--- src/rtl/actv_pkg.sv ---
package actv_pkg;
  typedef enum logic [1:0] {
    ST_IDLE  = 2'd0,
    ST_FETCH = 2'd1,
    ST_WAIT  = 2'd2
  } actv_state_e;
endpackage

--- src/rtl/actv_prio_pick.sv ---
module actv_prio_pick #(
  parameter int N = 8,
  localparam int IW = (N > 1) ? $clog2(N) : 1
) (
  input  logic [N-1:0]  req,
  output logic          any,
  output logic [IW-1:0] idx
);
  logic [N:0]   seen;
  logic [N-1:0] grant;

  assign seen[0] = 1'b0;
  for (genvar i = 0; i < N; i++) begin : g_chain
    assign grant[i]  = req[i] & ~seen[i];
    assign seen[i+1] = seen[i] | req[i];
  end

  assign any = seen[N];

  always_comb begin
    idx = '0;
    for (int i = 0; i < N; i++) begin
      if (grant[i]) idx = idx | IW'(i);
    end
  end
endmodule

--- src/rtl/actv_vec_calc.sv ---
module actv_vec_calc #(
  parameter int              NSRC     = 8,
  parameter int              VA_W     = 16,
  parameter int              SWF_W    = 7,
  parameter logic [VA_W-1:0] VEC_BASE = 16'h0400,
  localparam int             IW       = (NSRC > 1) ? $clog2(NSRC) : 1
) (
  input  logic             is_sw,
  input  logic [IW-1:0]    hw_idx,
  input  logic [SWF_W-1:0] sw_field,
  output logic [VA_W-1:0]  vaddr
);
  logic [VA_W-1:0] hw_off, sw_off;

  assign hw_off = VA_W'({hw_idx, 1'b0});
  assign sw_off = VA_W'({sw_field, 1'b0});
  assign vaddr  = VEC_BASE + (is_sw ? sw_off : hw_off);
endmodule

--- src/rtl/actv_src_regs.sv ---
module actv_src_regs #(
  parameter int NSRC  = 8,
  parameter int SWF_W = 7
) (
  input  logic             clk,
  input  logic             rst,
  input  logic             en_we,
  input  logic [NSRC-1:0]  en_wdata,
  input  logic [NSRC-1:0]  en_clr,
  input  logic             sw_we,
  input  logic [SWF_W:0]   sw_wdata,
  input  logic             sw_take,
  output logic [NSRC-1:0]  en_q,
  output logic [SWF_W:0]   sw_q
);
  always_ff @(posedge clk) begin
    if (rst) begin
      en_q <= '0;
      sw_q <= '0;
    end else begin
      if (en_we) en_q <= en_wdata;
      else       en_q <= en_q & ~en_clr;
      if (sw_we)        sw_q        <= sw_wdata;
      else if (sw_take) sw_q[SWF_W] <= 1'b0;
    end
  end
endmodule

--- src/rtl/actv_vector_unit.sv ---
module actv_vector_unit
  import actv_pkg::*;
#(
  parameter int                  NSRC     = 8,
  parameter int                  VA_W     = 16,
  parameter int                  SWF_W    = 7,
  parameter logic [VA_W-1:0]     VEC_BASE = 16'h0400,
  parameter int                  RAM_HI_W = 8,
  parameter logic [RAM_HI_W-1:0] RAM_HI   = 8'hFF
) (
  input  logic                       clk,
  input  logic                       rst,
  input  logic [NSRC-1:0]            irq_req,
  output logic [NSRC-1:0]            cpu_irq,
  input  logic                       en_we,
  input  logic [NSRC-1:0]            en_wdata,
  output logic [NSRC-1:0]            en_q,
  input  logic                       sw_we,
  input  logic [SWF_W:0]             sw_wdata,
  output logic [SWF_W:0]             sw_q,
  output logic                       mem_req,
  output logic [VA_W-1:0]            mem_addr,
  input  logic                       mem_valid,
  input  logic [VA_W-1:0]            mem_rdata,
  output logic                       start_valid,
  output logic [RAM_HI_W+VA_W-1:0]   start_addr,
  output logic [$clog2(NSRC+1)-1:0]  start_src,
  output logic                       vec_err,
  input  logic                       eng_done,
  input  logic                       eng_clr_en,
  output logic [NSRC-1:0]            clr_flag,
  output logic                       busy
);
  localparam int IW    = (NSRC > 1) ? $clog2(NSRC) : 1;
  localparam int SRC_W = $clog2(NSRC + 1);

  actv_state_e     state;
  logic            sel_sw;
  logic [IW-1:0]   sel_idx;
  logic [NSRC-1:0] pend, sel_1h, en_clr;
  logic            hw_any, accept, misaligned;
  logic [IW-1:0]   hw_idx;
  logic [VA_W-1:0] vaddr;

  assign pend = irq_req & en_q;

  actv_prio_pick #(.N(NSRC)) u_pick (
    .req (pend),
    .any (hw_any),
    .idx (hw_idx)
  );

  actv_vec_calc #(
    .NSRC(NSRC), .VA_W(VA_W), .SWF_W(SWF_W), .VEC_BASE(VEC_BASE)
  ) u_vec (
    .is_sw    (~hw_any),
    .hw_idx   (hw_idx),
    .sw_field (sw_q[SWF_W-1:0]),
    .vaddr    (vaddr)
  );

  assign accept     = (state == ST_IDLE) && (hw_any || sw_q[SWF_W]);
  assign misaligned = |mem_rdata[1:0];
  assign sel_1h     = sel_sw ? '0 : (NSRC'(1) << sel_idx);

  always_comb begin
    en_clr = '0;
    if (state == ST_FETCH && mem_valid && misaligned) en_clr = sel_1h;
    if (state == ST_WAIT && eng_done && eng_clr_en)   en_clr = sel_1h;
  end

  actv_src_regs #(.NSRC(NSRC), .SWF_W(SWF_W)) u_regs (
    .clk      (clk),
    .rst      (rst),
    .en_we    (en_we),
    .en_wdata (en_wdata),
    .en_clr   (en_clr),
    .sw_we    (sw_we),
    .sw_wdata (sw_wdata),
    .sw_take  (accept && !hw_any),
    .en_q     (en_q),
    .sw_q     (sw_q)
  );

  always_ff @(posedge clk) begin
    if (rst) begin
      state       <= ST_IDLE;
      sel_sw      <= 1'b0;
      sel_idx     <= '0;
      mem_req     <= 1'b0;
      mem_addr    <= '0;
      start_valid <= 1'b0;
      start_addr  <= '0;
      start_src   <= '0;
      vec_err     <= 1'b0;
      clr_flag    <= '0;
      cpu_irq     <= '0;
    end else begin
      start_valid <= 1'b0;
      vec_err     <= 1'b0;
      clr_flag    <= '0;
      cpu_irq     <= irq_req & ~en_q;
      case (state)
        ST_IDLE: begin
          if (accept) begin
            state    <= ST_FETCH;
            mem_req  <= 1'b1;
            mem_addr <= vaddr;
            sel_sw   <= ~hw_any;
            sel_idx  <= hw_idx;
          end
        end
        ST_FETCH: begin
          if (mem_valid) begin
            mem_req <= 1'b0;
            if (misaligned) begin
              vec_err <= 1'b1;
              state   <= ST_IDLE;
            end else begin
              start_valid <= 1'b1;
              start_addr  <= {RAM_HI, mem_rdata};
              start_src   <= sel_sw ? SRC_W'(NSRC) : SRC_W'(sel_idx);
              state       <= ST_WAIT;
            end
          end
        end
        ST_WAIT: begin
          if (eng_done) begin
            state <= ST_IDLE;
            if (!eng_clr_en) clr_flag <= sel_1h;
          end
        end
        default: state <= ST_IDLE;
      endcase
    end
  end

  assign busy = (state != ST_IDLE);
endmodule

--- config.mk ---
export PLATFORM = sky130hd
export DESIGN_NAME = actv_vector_unit
export DESIGN_NICKNAME = d
export VERILOG_FILES = /design/src/rtl/actv_pkg.sv /design/src/rtl/actv_prio_pick.sv /design/src/rtl/actv_vec_calc.sv /design/src/rtl/actv_src_regs.sv /design/src/rtl/actv_vector_unit.sv
export SDC_FILE = /design/constraint.sdc
export NUM_CORES = 1
export LEC_CHECK = 0
export ABC_AREA = 1
export ABC_CLOCK_PERIOD_IN_PS = 1100
export BUFFER_PORTS_ARGS = -buffer_cell sky130_fd_sc_hd__buf_2
export CORE_MARGIN = 2
export CORE_UTILIZATION = 42
export DETAILED_ROUTE_END_ITERATION = 8
export PLACE_DENSITY_LB_ADDON = 0.05
export SYNTH_ARGS = -nofsm -noshare
export SYNTH_HDL_FRONTEND = slang
export SYNTH_SLANG_ARGS = --single-unit
--- constraint.sdc ---
create_clock -name clk -period 1.1 [get_ports clk]
set_input_delay 0.055 -clock clk [delete_from_list [all_inputs] [get_ports clk]]
set_output_delay 0.055 -clock clk [all_outputs]
set_load 0.05 [all_outputs]
==> impl_summary.log, run 1 <==
INFO  metric setup.worst_path.class = reg -> reg
INFO  metric skew_pair_late_insertion_delay = 0.34 ns
INFO  metric grt_first_pass_wirelength = 13300 µm
INFO  metric sequence_of_cells_on_the_critical_path = inv_2 -> nor2_4 -> buf_6 -> nand2_4 -> nor2_4 -> nor2_4 -> o21ai_1 -> a21oi_1
INFO  metric switching_share = 31.4%
INFO  metric first_global_vias = 2824
INFO  metric drt_iter0_drc = a little over 80
INFO  metric critical_path_peak_fanout = 8
INFO  metric chipWidth = 85.6 µm
INFO  metric port_buffers = between 100 and 150
INFO  metric cts.htree.levels = 3
INFO  metric yosys_warning_count = 0
INFO  metric run_status = complete, but fails checks
INFO  metric finalWeightedCongestion = 0.779
INFO  metric netlist_area = 0.00280 mm²
INFO  metric yosys.area_share.adder = 0%
INFO  metric report.final.setup_viol = between 40 and 50
INFO  metric tritoncts = built
INFO  metric timing.max_cap.violations = 0
INFO  metric worst_hold_path_type = in -> reg
INFO  metric worstSetupStartpointType = flop
INFO  metric dpl.hpwl = ~5000 µm
INFO  metric dominant_combinational_cell_family_by_area_after_synthesis = simple AND/OR/NAND/NOR gates
INFO  metric static-leakage-power = 2.34 nW
INFO  metric pwr-share-clk = 36.3%
INFO  metric critical_path.n_buffers_inverters = 2
INFO  metric setup.worst_path.end_class = flop
INFO  metric num-nets-final = 589
INFO  metric critPathArrivalTime = approximately 1.5 ns
INFO  metric power.share.sequential = 37.5%
INFO  metric layout-area-overhead-vs-synth = 73.1%
INFO  metric cts_root_buffer = clkbuf_8
INFO  metric floorplan.die.height = 85.6 µm
INFO  metric clk_path_buf_depth = 2
INFO  metric syn_inst = 350
INFO  metric dp_slack = -0.211 ns
INFO  metric cpLargestDelayFamily = simple AND/OR/NAND/NOR gates
INFO  metric synth_xor_area_share = 0%
INFO  metric final.setup.worst_slack = -0.145 ns
INFO  metric path_clk_slew = roughly 0.070 ns
INFO  metric power.combinational.fraction = 26.2%
INFO  metric antenna_cells = 0
INFO  metric antenna_found_initial = 0
INFO  metric vias_per_cell = 4.74
INFO  metric aggregate_routed_wire_length = 8250 µm
INFO  metric average_routed_wire_per_standard_cell = 13.2 µm
INFO  metric synth.avg_cell_area = ~8.0 µm²
INFO  metric fmax = 803 MHz
INFO  metric min_period_over_period = 113%
INFO  metric skew = 0.00964 ns
INFO  metric postRouteAntennaNets = 0
INFO  metric grt_setup_unrepaired = yes
INFO  metric yosys-top-cells-area = dfxtp_1 50%, nor2_1 11%, o21ai_0 6.4%, nand2_1 5.9%, buf_4 4.0%
INFO  metric crit_top_cell = nor2_4
INFO  metric rr_startpoint = state[0]
INFO  metric cpPeakStageDelay = 0.33 ns
INFO  metric boundaryPins = approximately 130
INFO  metric power.density_cell_area = 1520 mW/mm²
INFO  metric cts_sinks = 70
INFO  metric critical_path.startpoint = state[0]
INFO  metric switching_power = 2.31 mW
INFO  metric violations = setup timing
INFO  metric yosys.cell_types.count = 30
INFO  metric max-vdd-ir-drop = 1.21 mV
INFO  metric yosysSeqAreaShare = 50.1%
INFO  metric min-delay-start = en_wdata[0]
INFO  metric placeable_core_area = 0.00639 mm²
INFO  metric synth.top_cell.area_share = between 50% and 60%
INFO  metric post-route-drc-count = 0
INFO  metric grt_max_degree = 46
INFO  metric cp_data_required_time = about 1.4 ns
INFO  metric period_minus_ws_final = 1.25 ns
INFO  metric synth_compound_area_share = 12.2%
INFO  metric fraction_of_layout_instances_using_a_drive_strength_above_1 = 51.6%
INFO  metric hold_viol_final = 0
INFO  metric dr.pass1.iters = 6
INFO  metric internal_power = between 5 and 6 mW
INFO  metric placement_rows = 29
INFO  metric synth.mux.area_fraction = 0%
INFO  metric globalRouteTotalUtil = 22.8%
INFO  metric power.total = approximately 7.4 mW
INFO  metric cts_buffers = 9
INFO  metric crit_slowest_cell = dfxtp_2
INFO  metric grt-ovfl-total = 0
INFO  metric die_area = 0.00733 mm²
INFO  metric yosysTopAreaCell = dfxtp_1
INFO  metric effective_utilization_at_floorplan = 43.8%
INFO  metric synth_seq_cells = 70
INFO  metric final_max_slew_viol_count = 0
INFO  metric vias = 2956
INFO  metric post_synth_and_or_nand_nor_area_fraction = around 28%
-- area by class of cell --
class / count / area (µm²)
clock buffers: 12 / 199
multi-input cells: 243 / 1480
flip-flops and latches: 70 / 1440
clock inverters: 4 / 70.1
inverters: 18 / 82.6
repair buffers: 198 / 1450
well taps: 77 / 96.3
fillers: 458 / 1540
repair inverters: 2 / 25.0
-- logic make-up after synthesis --
logic type      Yosys count
compound gates           63
buf+inv                  46
flops                    70
other cells               1
simple gates            170
-- worst paths after layout --
path,to,slack [ns],depth (start not counted)
setup / recovery,u_regs.en_q[5],-0.15,8
hold / removal,u_regs.en_q[0],0.01,3
setup reg to reg,u_regs.en_q[5],-0.15,8
hold reg to reg,start_addr[1],0.45,2
-- synth_stat cells (all sizes together) --
cell type,number
nor2,89
inv,16
and2,1
nand3,10
nand3b,1
o21ai,37
a41oi,1
conb,1
nand2,60
buf,23
clkinv,2
nand4,7
dfxtp,70
a22oi,2
a21oi,23
clkbuf,5
nor3,2
-- stage by stage --
step	std cells	TNS [ns]	hold slack, ns	instance area, µm²	utilization [%]
6_report	624	-4.15	0.0137	4840	75.9
4_1_cts	620	-2.92	0.0000575	4690	73.5
5_1_grt	624	-7.93	0.0255	4840	75.9
3_3_place_gp	557	-4.33	0.277	3670	57.4
3_5_place_dp	557	-5.29	0.281	3670	57.4
2_1_floorplan	357	-1.53	0.177	2910	-
-- flip-flops by register name, indices dropped and copies added (netlist names), 2 cells and up --
register / count
cpu_irq: 8
clr_flag: 8
u_regs.sw_q: 8
sel_idx: 3
u_regs.en_q: 8
mem_addr: 8
state: 2
start_src: 4
start_addr: 17
-- power by group through the flow --
| stage | Sequential [mW] | Combinational [mW] | Clock [mW] |
|---|---|---|---|
| after floorplan | 3.20 | 0.692 | 0 |
| after global placement | 2.81 | 1.46 | 0 |
| after detailed placement | 2.81 | 1.47 | 0 |
| after CTS | 2.76 | 1.83 | 2.69 |
| after global routing | 2.78 | 2.06 | 2.85 |
| final | 2.76 | 1.93 | 2.68 |
-- cells in the final DEF, fill, tap and decap left out, drive strengths merged --
cell type    instances
buf                162
nor2                89
dfxtp               70
nand2               62
o21ai               37
dlygate4sd3         30
a21oi               23
clkbuf              18
inv                 16
nand3               10
conb                 8
nand4                7
clkinv               6
nor3                 2
bufinv               2
a22oi                2
and2                 1
a41oi                1
nand3b               1
-- worst reg2reg max path, delay by kind of cell, from the launching register on --
kind / cells / cell delay, ns
AND/OR/NAND/NOR: 4 / 0.40
AO/OA/AOI/OAI: 2 / 0.22
flip-flops: 1 / 0.33
buffers and inverters: 2 / 0.20
-- timing repair --
item | CTS | global route
cloned | 7 | 0
endpoints found under the hold margin | 30 | 0
pin swaps | 14 | 15
setup endpoints to repair | 63 | 63
hold buffers | 30 | 0
resized for setup | 92 | 35
buffers inserted | 10 | 5
-- layer usage --
metal | track usage [%] | routed length (µm) | up-vias
met4 | 7.50 | 101 | 0
li1 | - | - | 1493
met3 | 4.43 | 424 | 10
met5 | 0 | 0 | -
met1 | 28.3 | 3560 | 1370
met2 | 39.8 | 4170 | 83
Power figures use the tool's default switching activity.
==> run 2, diff against run 1 <==
--- a/config.mk
+++ b/config.mk
@@ -7,10 +7,10 @@
 export LEC_CHECK = 0
 export ABC_AREA = 1
 export ABC_CLOCK_PERIOD_IN_PS = 1100
-export BUFFER_PORTS_ARGS = -buffer_cell sky130_fd_sc_hd__buf_2
 export CORE_MARGIN = 2
-export CORE_UTILIZATION = 42
+export CORE_UTILIZATION = 56
 export DETAILED_ROUTE_END_ITERATION = 8
+export DONT_BUFFER_PORTS = 1
 export PLACE_DENSITY_LB_ADDON = 0.05
 export SYNTH_ARGS = -nofsm -noshare
 export SYNTH_HDL_FRONTEND = slang
==> run 2 against run 1 <==
The run ends with hold timing, setup timing left. Via count increased by 6.7%. Combinational power about the same. Critical path type unchanged. Maximum frequency decreased by 7.4%. Register-to-register slack got worse by 0.099 ns. Setup slack got worse by 0.099 ns. Critical path depth decreased by 2. Power decreased by 4.7%.
==> impl_summary.log, run 2 (synthesis results as in run 1) <==
INFO  metric run_status = complete, but fails checks
INFO  metric violations = hold timing, setup timing
INFO  metric stdcell_count = 540
INFO  metric crit_slowest_cell = dfxtp_4
INFO  metric max-vdd-ir-drop = ~1.4 mV
INFO  metric cts_root_buffer = clkbuf_8
INFO  metric port_buffers = 0
INFO  metric vias_per_cell = 5.84
INFO  metric switching_share = 35.4%
INFO  metric internal_power = around 4.5 mW
INFO  metric layout.core_utilization = 93.2%
INFO  metric final.setup.worst_slack = -0.245 ns
INFO  metric tritoncts = built
INFO  metric fmax = 744 MHz
INFO  metric pwr-share-clk = between 30% and 40%
INFO  metric power.combinational.fraction = 27.5%
INFO  metric dp_slack = -0.237 ns
INFO  metric setup.worst_path.end_class = flop
INFO  metric dpl.hpwl = 4770 µm
INFO  metric max_flop_register = start_addr
INFO  metric skew_pair_late_insertion_delay = 0.35 ns
INFO  metric dr.pass1.iters = 5
INFO  metric static-leakage-power = 1.97 nW
INFO  metric cts_sinks = 70
INFO  metric hold_viol_final = 20
INFO  metric drt_iter0_drc = approximately 320
INFO  metric sequence_of_cells_on_the_critical_path = nand2_4 -> nand2_4 -> nor2_8 -> and2_4 -> nand4_1 -> a21oi_2
INFO  metric average_routed_wire_per_standard_cell = 20.3 µm
INFO  metric grt_first_pass_wirelength = 12800 µm
INFO  metric first_global_vias = roughly 2800
INFO  metric antenna_found_initial = 0
INFO  metric fraction_of_layout_instances_using_a_drive_strength_above_1 = a little over two fifths
INFO  metric grt_max_degree = 30
INFO  metric boundaryPins = 127
INFO  metric floorplan.die.height = between 70 and 80 µm
INFO  metric path_clk_slew = approximately 0.09 ns
INFO  metric worstSetupStartpointType = flop
INFO  metric clk_path_buf_depth = 2
INFO  metric vias = between 3000 and 4000
INFO  metric skew = 0.0159 ns
INFO  metric slew_headroom = between 60% and 70%
INFO  metric die_area = 0.00558 mm²
INFO  metric globalRouteTotalUtil = 30.8%
INFO  metric effective_utilization_at_floorplan = 58.5%
INFO  metric finalWeightedCongestion = 0.833
INFO  metric hold_slack = -0.255 ns
INFO  metric crit_top_cell = nand2_4
INFO  metric largest_reg_flops = 17
INFO  metric critPathArrivalTime = roughly 1.6 ns
INFO  metric chipWidth = approximately 75 µm
INFO  metric most_common_library_cell_in_the_layout_ignoring_fill_and_taps = buf_4
INFO  metric cp_data_required_time = 1.38 ns
INFO  metric critical_path.n_buffers_inverters = 0
INFO  metric cpPeakStageDelay = 0.37 ns
INFO  metric power.share.sequential = 40.7%
INFO  metric placement_rows = 25
INFO  metric critical_path_peak_fanout = 7
INFO  metric worst_hold_path_type = in -> reg
INFO  metric min_period_over_period = 122%
INFO  metric worst_tran_pin_value = between 0.5 and 0.6 ns
INFO  metric cts.htree.levels = 3
INFO  metric aggregate_routed_wire_length = 11000 µm
INFO  metric grt-ovfl-total = 0
INFO  metric period_minus_ws_final = roughly 1.3 ns
INFO  metric setup.worst_path.class = reg -> reg
INFO  metric timing.max_cap.violations = 0
INFO  metric grt_setup_unrepaired = yes
INFO  metric switching_power = approximately 2.5 mW
INFO  metric num-nets-final = about 520
INFO  metric final_max_slew_viol_count = 0
INFO  metric layout-area-overhead-vs-synth = 59.4%
INFO  metric power.density_cell_area = 1570 mW/mm²
INFO  metric antenna_cells = 0
INFO  metric cts_buffers = 9
INFO  metric report.final.setup_viol = 63
INFO  metric ctsHoldBuffers = 38
INFO  metric post-route-drc-count = 0
INFO  metric placeable_core_area = 0.00479 mm²
INFO  metric cpLargestDelayFamily = simple AND/OR/NAND/NOR gates
INFO  metric final_cell_mix = 77 x buf_4, 75 x nor2_1, 57 x dfxtp_1, 38 x dlygate4sd3_1, 30 x nand2_1
INFO  metric postRouteAntennaNets = 0
INFO  metric placed_cells_incl_taps = 473
==> run 2: cell count changes in the layout (fill, tap and decap cells not counted), moves of 3 or more <==
cell           delta
buf_2            -98
buf_4            +27
clkbuf_4          -6
dlygate4sd3_1     +8
nand2_1           -3
o21ai_1           -3
o21ai_2           +3
==> run 2: layer usage <==
layer,global-route usage (%),part of all wire (%)
met5,0,0
met1,34.8,34
met4,15.9,6.8
met2,54.4,50
met3,6.96,9.3
==> run 2: layout make-up <==
type	count	area, µm²
repair buffers	127	1150
well taps	67	83.8
clock inverters	6	58.8
flip-flops and latches	70	1440
inverters	18	70.1
fillers	166	325
clock buffers	10	149
multi-input cells	242	1500
==> run 2: metrics by stage <==
stage / power (mW) / area (µm²) / hold slack, ns / TNS [ns]
global placement: 4.19 / 3400 / 0.117 / -2.71
detailed placement: 4.22 / 3400 / 0.120 / -4.67
CTS: 6.67 / 4280 / -0.243 / -3.07
floorplan: 3.89 / 2910 / 0.177 / -1.53
global route: 7.17 / 4460 / -0.256 / -10.10
finish: 7.02 / 4460 / -0.255 / -7.10
==> run 2: power by group through the flow <==
stage          registers [mW]  logic, mW  clock network [mW]
2_1_floorplan            3.20      0.692                   0
3_3_place_gp             2.88       1.32                   0
3_5_place_dp             2.88       1.34                   0
4_1_cts                  2.83       1.68                2.15
5_1_grt                  2.87       2.01                2.29
6_report                 2.86       1.93                2.23
==> run 2: worst paths after layout <==
kind                  start             end  cells after the start  slack (ns)
max          u_regs.en_q[1]     mem_addr[5]                      6       -0.24
min                     rst  u_regs.sw_q[7]                      1       -0.25
max reg2reg  u_regs.en_q[1]     mem_addr[5]                      6       -0.24
min reg2reg   start_addr[1]   start_addr[1]                      2        0.46
==> run 2: repair_timing <==
item                       4_1_cts  5_1_grt
gates resized for setup         77       32
cloned                           2        1
hold endpoints to repair        63       18
pin swaps                       17       23
setup buffers                    6        4
setup endpoints to repair       58       63
